File: config.mk
export PLATFORM = sky130hd
export DESIGN_NAME = pgbuf_ctrl
export DESIGN_NICKNAME = d
export VERILOG_FILES = /design/src/rtl/pgbuf_pkg.sv /design/src/rtl/pgbuf_store.sv /design/src/rtl/pgbuf_seq.sv /design/src/rtl/pgbuf_ctrl.sv
export SDC_FILE = /design/constraint.sdc
export NUM_CORES = 1
export LEC_CHECK = 0
export ABC_AREA = 1
export ABC_CLOCK_PERIOD_IN_PS = 6300
export CAP_MARGIN = 40
export CORE_MARGIN = 5
export CORE_UTILIZATION = 35
export CTS_CLUSTER_DIAMETER = 50
export DETAILED_ROUTE_END_ITERATION = 12
export GPL_TIMING_DRIVEN = 0
export SYNTH_ARGS = -nofsm -noshare
export SYNTH_HDL_FRONTEND = slang
export SYNTH_SLANG_ARGS = --single-unit
File: constraint.sdc
create_clock -name clk -period 6.3 [get_ports clk]
set_input_delay 0.945 -clock clk [delete_from_list [all_inputs] [get_ports clk]]
set_output_delay 0.945 -clock clk [all_outputs]
set_load 0.01 [all_outputs]
File: src/rtl/pgbuf_pkg.sv
package pgbuf_pkg;
  typedef logic [7:0] byte_t;
  typedef enum logic [2:0] {
    S_IDLE,
    S_SCAN,
    S_RDW,
    S_MRG,
    S_HOLD
  } seq_st_e;
endpackage

File: src/rtl/pgbuf_store.sv
module pgbuf_store
  import pgbuf_pkg::*;
#(
  parameter  int ADDR_W     = 14,
  parameter  int PAGE_BYTES = 64,
  parameter  int WORD_BYTES = 4,
  localparam int OFF_W      = $clog2(PAGE_BYTES),
  localparam int PAGE_W     = ADDR_W - OFF_W,
  localparam int LANE_W     = $clog2(WORD_BYTES),
  localparam int WORDS      = PAGE_BYTES / WORD_BYTES,
  localparam int WIDX_W     = $clog2(WORDS),
  localparam int WORD_W     = 8 * WORD_BYTES
) (
  input  logic                  clk,
  input  logic                  rst,
  input  logic                  ld,
  input  logic [ADDR_W-1:0]     ld_addr,
  input  logic                  wr,
  input  byte_t                 wr_data,
  input  logic                  clr,
  input  logic [WIDX_W-1:0]     rd_idx,
  output logic [WORD_W-1:0]     rd_word,
  output logic [WORD_BYTES-1:0] grp_mask,
  output logic                  any_valid,
  output logic [PAGE_W-1:0]     page
);
  logic [PAGE_W-1:0]     page_q;
  logic [OFF_W-1:0]      off_q;
  logic [PAGE_BYTES-1:0] mask_q;
  logic [WORD_W-1:0]     buf_mem [WORDS];

  always_ff @(posedge clk) begin
    if (rst) begin
      page_q <= '0;
      off_q  <= '0;
      mask_q <= '0;
    end else if (clr) begin
      mask_q <= '0;
    end else if (ld) begin
      page_q <= ld_addr[ADDR_W-1:OFF_W];
      off_q  <= ld_addr[OFF_W-1:0];
      mask_q <= '0;
    end else if (wr) begin
      mask_q[off_q] <= 1'b1;
      off_q         <= off_q + 1'b1;
    end
  end

  // byte-lane write into a word-wide RAM, registered read
  always_ff @(posedge clk) begin
    if (wr && !ld && !clr) begin
      for (int l = 0; l < WORD_BYTES; l++) begin
        if (off_q[LANE_W-1:0] == LANE_W'(l))
          buf_mem[off_q[OFF_W-1:LANE_W]][l*8 +: 8] <= wr_data;
      end
    end
    rd_word <= buf_mem[rd_idx];
  end

  assign grp_mask  = mask_q[rd_idx*WORD_BYTES +: WORD_BYTES];
  assign any_valid = |mask_q;
  assign page      = page_q;

  assert_wrap_R2: assert property (@(posedge clk) disable iff (rst)
    (wr && !ld && !clr && off_q == OFF_W'(PAGE_BYTES-1)) |=> (off_q == '0));
  assert_page_fixed_R2: assert property (@(posedge clk) disable iff (rst)
    (!ld) |=> $stable(page_q));
  assert_clr_empties_R4: assert property (@(posedge clk) disable iff (rst)
    (clr || ld) |=> !any_valid);
endmodule

File: src/rtl/pgbuf_seq.sv
module pgbuf_seq
  import pgbuf_pkg::*;
#(
  parameter  int WORDS      = 16,
  parameter  int WORD_BYTES = 4,
  parameter  int PAGE_W     = 8,
  parameter  int CHK_W      = 6,
  parameter  int WR_CYCLES  = 250000,
  localparam int WIDX_W     = $clog2(WORDS),
  localparam int WORD_W     = 8 * WORD_BYTES,
  localparam int WADDR_W    = PAGE_W + WIDX_W,
  localparam int CNT_W      = $clog2(WR_CYCLES + 1)
) (
  input  logic                  clk,
  input  logic                  rst,
  input  logic                  start,
  input  logic [PAGE_W-1:0]     page,
  input  logic [WORD_BYTES-1:0] grp_mask,
  input  logic [WORD_W-1:0]     buf_word,
  input  logic [WORD_W-1:0]     mem_rd_data,
  input  logic [CHK_W-1:0]      enc_chk,
  output logic [WIDX_W-1:0]     idx,
  output logic                  busy,
  output logic                  clr,
  output logic                  mem_rd_en,
  output logic [WADDR_W-1:0]    mem_rd_addr,
  output logic                  mem_we,
  output logic [WADDR_W-1:0]    mem_wr_addr,
  output logic [WORD_W-1:0]     mem_wr_data,
  output logic [CHK_W-1:0]      mem_wr_chk,
  output logic [WORD_W-1:0]     enc_data
);
  localparam logic [WIDX_W-1:0] LAST = WIDX_W'(WORDS - 1);
  localparam logic [CNT_W-1:0]  CEND = CNT_W'(WR_CYCLES - 1);

  seq_st_e            st_q;
  logic [CNT_W-1:0]   cnt_q;
  logic [WORD_W-1:0]  merged;

  always_comb begin
    for (int l = 0; l < WORD_BYTES; l++)
      merged[l*8 +: 8] = grp_mask[l] ? buf_word[l*8 +: 8] : mem_rd_data[l*8 +: 8];
  end
  assign enc_data = merged;

  always_ff @(posedge clk) begin
    if (rst) begin
      st_q        <= S_IDLE;
      idx         <= '0;
      busy        <= 1'b0;
      cnt_q       <= '0;
      clr         <= 1'b0;
      mem_rd_en   <= 1'b0;
      mem_rd_addr <= '0;
      mem_we      <= 1'b0;
      mem_wr_addr <= '0;
      mem_wr_data <= '0;
      mem_wr_chk  <= '0;
    end else begin
      mem_rd_en <= 1'b0;
      mem_we    <= 1'b0;
      clr       <= 1'b0;
      if (busy) begin
        cnt_q <= cnt_q + 1'b1;
        if (cnt_q == CEND) busy <= 1'b0;
      end
      case (st_q)
        S_IDLE: if (start) begin
          busy  <= 1'b1;
          cnt_q <= '0;
          idx   <= '0;
          st_q  <= S_SCAN;
        end
        S_SCAN: begin
          if (|grp_mask) begin
            mem_rd_en   <= 1'b1;
            mem_rd_addr <= {page, idx};
            st_q        <= S_RDW;
          end else if (idx == LAST) begin
            clr  <= 1'b1;
            st_q <= S_HOLD;
          end else begin
            idx <= idx + 1'b1;
          end
        end
        S_RDW: st_q <= S_MRG;
        S_MRG: begin
          mem_we      <= 1'b1;
          mem_wr_addr <= {page, idx};
          mem_wr_data <= merged;
          mem_wr_chk  <= enc_chk;
          if (idx == LAST) begin
            clr  <= 1'b1;
            st_q <= S_HOLD;
          end else begin
            idx  <= idx + 1'b1;
            st_q <= S_SCAN;
          end
        end
        S_HOLD: if (cnt_q == CEND) st_q <= S_IDLE;
        default: st_q <= S_IDLE;
      endcase
    end
  end

  assert_busy_span_R7: assert property (@(posedge clk) disable iff (rst)
    $fell(busy) |-> ($past(cnt_q) == CEND));
  assert_read_then_write_R5: assert property (@(posedge clk) disable iff (rst)
    mem_we |-> $past(mem_rd_en, 2));
  assert_one_access_R8: assert property (@(posedge clk) disable iff (rst)
    !(mem_we && mem_rd_en));
endmodule

File: src/rtl/pgbuf_ctrl.sv
module pgbuf_ctrl
  import pgbuf_pkg::*;
#(
  parameter  int ADDR_W     = 14,
  parameter  int PAGE_BYTES = 64,
  parameter  int WORD_BYTES = 4,
  parameter  int CHK_W      = 6,
  parameter  int WR_CYCLES  = 250000,
  localparam int OFF_W      = $clog2(PAGE_BYTES),
  localparam int PAGE_W     = ADDR_W - OFF_W,
  localparam int WORDS      = PAGE_BYTES / WORD_BYTES,
  localparam int WIDX_W     = $clog2(WORDS),
  localparam int WADDR_W    = PAGE_W + WIDX_W,
  localparam int WORD_W     = 8 * WORD_BYTES
) (
  input  logic               clk,
  input  logic               rst,
  input  logic               ld_i,
  input  logic [ADDR_W-1:0]  ld_addr_i,
  input  logic               wr_i,
  input  logic [7:0]         wr_data_i,
  input  logic               commit_i,
  input  logic               abort_i,
  output logic               busy_o,
  output logic               mem_rd_en_o,
  output logic [WADDR_W-1:0] mem_rd_addr_o,
  input  logic [WORD_W-1:0]  mem_rd_data_i,
  output logic               mem_we_o,
  output logic [WADDR_W-1:0] mem_wr_addr_o,
  output logic [WORD_W-1:0]  mem_wr_data_o,
  output logic [CHK_W-1:0]   mem_wr_chk_o,
  output logic [WORD_W-1:0]  enc_data_o,
  input  logic [CHK_W-1:0]   enc_chk_i
);
  logic                  idle, any_valid, seq_clr, st_clr, start;
  logic [WIDX_W-1:0]     idx;
  logic [WORD_W-1:0]     buf_word;
  logic [WORD_BYTES-1:0] grp_mask;
  logic [PAGE_W-1:0]     page;

  assign idle   = !busy_o;
  assign start  = commit_i && idle && !abort_i && any_valid;
  assign st_clr = seq_clr || (abort_i && idle);

  pgbuf_store #(
    .ADDR_W(ADDR_W), .PAGE_BYTES(PAGE_BYTES), .WORD_BYTES(WORD_BYTES)
  ) u_store (
    .clk(clk), .rst(rst),
    .ld(ld_i && idle), .ld_addr(ld_addr_i),
    .wr(wr_i && idle), .wr_data(wr_data_i),
    .clr(st_clr), .rd_idx(idx), .rd_word(buf_word),
    .grp_mask(grp_mask), .any_valid(any_valid), .page(page)
  );

  pgbuf_seq #(
    .WORDS(WORDS), .WORD_BYTES(WORD_BYTES), .PAGE_W(PAGE_W),
    .CHK_W(CHK_W), .WR_CYCLES(WR_CYCLES)
  ) u_seq (
    .clk(clk), .rst(rst), .start(start), .page(page),
    .grp_mask(grp_mask), .buf_word(buf_word), .mem_rd_data(mem_rd_data_i),
    .enc_chk(enc_chk_i), .idx(idx), .busy(busy_o), .clr(seq_clr),
    .mem_rd_en(mem_rd_en_o), .mem_rd_addr(mem_rd_addr_o),
    .mem_we(mem_we_o), .mem_wr_addr(mem_wr_addr_o),
    .mem_wr_data(mem_wr_data_o), .mem_wr_chk(mem_wr_chk_o),
    .enc_data(enc_data_o)
  );

  assert_we_in_cycle_R7: assert property (@(posedge clk) disable iff (rst)
    mem_we_o |-> busy_o);
  assert_empty_commit_R9: assert property (@(posedge clk) disable iff (rst)
    (commit_i && idle && !any_valid) |=> !busy_o);
  assert_write_in_page_R11: assert property (@(posedge clk) disable iff (rst)
    mem_we_o |-> (mem_wr_addr_o[WADDR_W-1 -: PAGE_W] == page));
  assert_chk_from_codec_R6: assert property (@(posedge clk) disable iff (rst)
    mem_we_o |-> (mem_wr_chk_o == $past(enc_chk_i)));
endmodule

==> impl_metrics.yaml, run 1 <==
power:
  pwr-share-comb: 0.244
  ir_drop_uv: 194.9
  internal-power_mw: 8.502
  power_frac_seq: 0.410
  pwr-share-clk: 0.346
  power.leakage_nw: 11.81
  p_switching_mw: 4.177
  p_sw_frac: 0.3295
  powerDensity_mw_per_mm2: 371.6
route:
  vias_per_cell: 5.302
  wirelength_mm: 93.79
  ant_nets: 0
  avgRoutedWirePerCell_um: 23.17
  first_pass_iters: 6
  drc: 0
  drtIter0Drc: 2415
  dr_total_vias: 21460
final_layout:
  drive_gt1_frac: 0.07062
  antennaDiodeCount: 0
  area_delta_synth_final_pct: 19.97
  final_nets: 2996
  regArea_sq_mm: 0.01940
  final_common_cell: "edfxtp_1"
  final_util: 0.4236
  multi_input_area_sq_mm: 0.007881
  final_cell_mix: "edfxtp_1, nor2_1, nand2_1"
  final.fill_count: 7582
  final_cells: 4048
yosys:
  yosysTopAreaCell: "edfxtp_1"
  syn_nets: 2730
  yosysSeqAreaShare: 0.6821
  synth_top_area_frac: 0.5406
  synthArstFlopShare: 0
  syn_avg_cell_area_sq_um: 10.70
  syn_area_sq_mm: 0.02844
  synth_cells: 2658
  ys_ff_latch: 713
  yosys_warnings: 0
  synth_area_leaders: "edfxtp_1, dfxtp_1, nor2_1, o21ai_0, nand2_1"
  synthFlopType: "edfxtp_1"
  synth_edf_count: 512
  yosysUniqueCellTypes: 39
cts:
  post_cts_buffers: 0
  hold_buffers: 0
  cts-root-buf: "clkbuf_16"
  cts_buffers: 78
  cts_sinks: 713
  clk_pin_slew_ns: 0.06
  clk_path_buf_depth: 3
  cts_max_level: 3
  cts-resized-gates: 0
  clock_latency_ns: 0.63
  cts_tree: "done"
global_routing:
  grt_pass1_wl_mm: 135.0
  grtUsageTotal: 0.2080
  grt_pass1_vias: 20370
  grt_overflow_total: 0
  grt_max_degree: 46
  antenna_found_initial: 3
status:
  status: "finished, final reports clean"
floorplanning:
  io_pins: 163
  dieHeight_um: 295.1
  dieArea_sq_mm: 0.08705
  start_util: 0.3531
  fp-row-count: 104
  die_x_um: 295.1
  core_area_sq_mm: 0.08055
critical_path:
  crit_fanout: 9
  r2r.worst_path.cells: 7
  critPathMaxStageDelay_ns: 0.64
  r2r_setup_slack_ns: 2.90
  cpMaxStageDelayCell: "clkdlybuf4s50_1"
  critical_path_required_ns: 5.35
  r2r-end: "u_store.buf_mem[11][13]"
  crit_type: "reg2out"
  critPathLaunchType: "register"
  rr_startpoint: "u_seq.busy"
  cp_cell_sequence: "inv_1 > nor2_2 > nand2_1 > nand2_1 > inv_2 > nand2_4 > nand2_1 > nand2_1 > clkdlybuf4s50_1"
  cp_common_cell: "nand2_1"
  crit_path_end_kind: "primary output"
  crit_arrival_ns: 3.73
place:
  place_congestion: 0.9157
  place_hpwl_mm: 66.57
  placedCellCount: 3904
  io_buffer_count: 161
sta:
  max_freq_mhz: 213.8
  drv_slew: 0
  fin_hold_ws_ns: 0.4721
  timing_hold_violations_final: 0
  finalSetupTns_ns: 0
  period_needed_ns: 4.677
  rsz0062_at_grt: "false"
  skew_ns: 0.02283
  slew_headroom: 0.3769
  worst_pin_slew_ns: 0.9295
  finalCritPeriodShare: 0.7424
  finalSetupViolations: 0
worst_hold_path:
  holdPathEnd: "u_seq.mem_rd_addr[0]"
  hold_start: "u_seq.mem_rd_addr[0]"
  min_path_type: "reg2reg"
  hold_path_depth: 2
flow_run:
  cap_viol_max_count: 0
==> metal layers <==
layer,global-route usage,wire length [um],vias up
met5,0,26,-
met4,0.06864,2974,4
met3,0.04845,8946,145
met2,0.3316,42850,1004
met1,0.2833,38990,10450
li1,-,-,9857
==> flip-flops by register name (all words and copies together), names as in the netlist <==
signal,flops
u_seq.mem_we,1
u_seq.mem_rd_en,1
u_seq.clr,1
u_store.buf_mem,512
u_seq.mem_wr_data,32
u_seq.mem_wr_chk,6
u_seq.st_q,3
u_seq.cnt_q,18
u_seq.mem_wr_addr,12
u_seq.mem_rd_addr,12
u_store.page,8
u_store.off_q,6
u_store.mask_q,64
u_store.rd_word,32
u_seq.busy,1
u_seq.idx,4
==> critical path, delay by kind of cell, from the launching register on <==
| family | cells | cell delay [ns] |
|---|---|---|
| buffers and inverters | 3 | 0.93 |
| DFF | 1 | 0.46 |
| and+or+nand+nor | 6 | 1.69 |
==> cell usage after synthesis, drive strengths merged, types with 41 or more instances <==
cell / instances
a21oi: 94
buf: 41
clkbuf: 117
dfxtp: 201
edfxtp: 512
inv: 132
nand2: 356
nand3: 165
nor2: 505
o21ai: 325
o221ai: 51
o22ai: 78
==> worst max path at each step <==
| stage | startpoint | end | slack [ns] | cells past startpoint |
|---|---|---|---|---|
| finish | u_seq.idx[3] | enc_data_o[10] | 1.62 | 9 |
| global route | u_seq.idx[3] | enc_data_o[10] | 1.66 | 9 |
| CTS | u_seq.idx[3] | enc_data_o[10] | 1.64 | 9 |
| detailed placement | abort_i | u_store.buf_mem[15][12] | 2.10 | 7 |
| global placement | abort_i | u_store.buf_mem[12][12] | 2.08 | 7 |
| floorplan | abort_i | u_store.buf_mem[4][16] | 3.78 | 6 |
==> cell families (layout without fill, tap and decap cells) <==
family	after synthesis	after routing	synth area share
adders and majority gates	6	6	0.002640
and+or+nand+nor	1060	1060	0.1549
AOI/OAI and AO/OA	567	567	0.1119
xor gates and xnor gates	20	20	0.006160
buffers and inverters	292	622	0.04232
DFF	713	713	0.6821
==> area by class of cell <==
cell class,instances,area share
Clock buffer,109,0.06564
Multi-Input combinational cell,1653,0.2310
Tap cell,1060,0.03887
Clock inverter,35,0.006124
Timing Repair Buffer,186,0.05453
Inverter,134,0.01511
Buffer,158,0.02017
Sequential cell,713,0.5686
==> through the flow <==
step | total power [mW] | cell area [sq um] | setup WS, ns
after CTS | 12.68 | 34120 | 1.641
after global placement | 8.319 | 31380 | 2.078
after global routing | 13.11 | 34120 | 1.661
after floorplan | 6.900 | 28440 | 3.781
after detailed placement | 8.337 | 31670 | 2.096
final | 12.68 | 34120 | 1.623
==> power groups by stage <==
stage / sequential, mW / combinational (mW) / clock, mW
after floorplan: 5.28 / 1.62 / 0
after global placement: 5.30 / 3.02 / 0
after detailed placement: 5.30 / 3.04 / 0
after CTS: 5.20 / 3.05 / 4.43
after global routing: 5.21 / 3.29 / 4.62
final: 5.19 / 3.10 / 4.39
No activity file was read; power rests on OpenSTA's default activity.
==> inputs of run 2 (changes only) <==
--- a/config.mk
+++ b/config.mk
@@ -6,7 +6,7 @@
 export NUM_CORES = 1
 export LEC_CHECK = 0
 export ABC_AREA = 1
-export ABC_CLOCK_PERIOD_IN_PS = 6300
+export ABC_CLOCK_PERIOD_IN_PS = 4470
 export CAP_MARGIN = 40
 export CORE_MARGIN = 5
 export CORE_UTILIZATION = 35
==> constraint.sdc (replaced) <==
create_clock -name clk -period 4.47 [get_ports clk]
set_input_delay 0.6705 -clock clk [delete_from_list [all_inputs] [get_ports clk]]
set_output_delay 0.6705 -clock clk [all_outputs]
set_load 0.01 [all_outputs]
==> results of run 2 <==
Same layout as run 1 (identical final DEF). Status: finished, final reports clean.
Among the figures that moved: setup slack after placement 2.096 ns -> 0.5407 ns; setup slack after layout 1.623 ns -> 0.06754 ns; register-to-register setup slack 2.90 ns -> 1.07 ns; total power 12.68 mW -> 17.87 mW; worst IR drop on VDD 194.9 uV -> 274.6 uV
==> inputs of run 3 (changes only) <==
--- a/config.mk
+++ b/config.mk
@@ -16,3 +16,4 @@
 export SYNTH_ARGS = -nofsm -noshare
 export SYNTH_HDL_FRONTEND = slang
 export SYNTH_SLANG_ARGS = --single-unit
+export TNS_END_PERCENT = 10
==> results of run 3 <==
Same layout as run 1 (identical final DEF). Status: finished, final reports clean.
Among the figures that moved: setup slack after placement 2.096 ns -> 0.5407 ns; setup slack after layout 1.623 ns -> 0.06754 ns; register-to-register setup slack 2.90 ns -> 1.07 ns; total power 12.68 mW -> 17.87 mW; worst IR drop on VDD 194.9 uV -> 274.6 uV
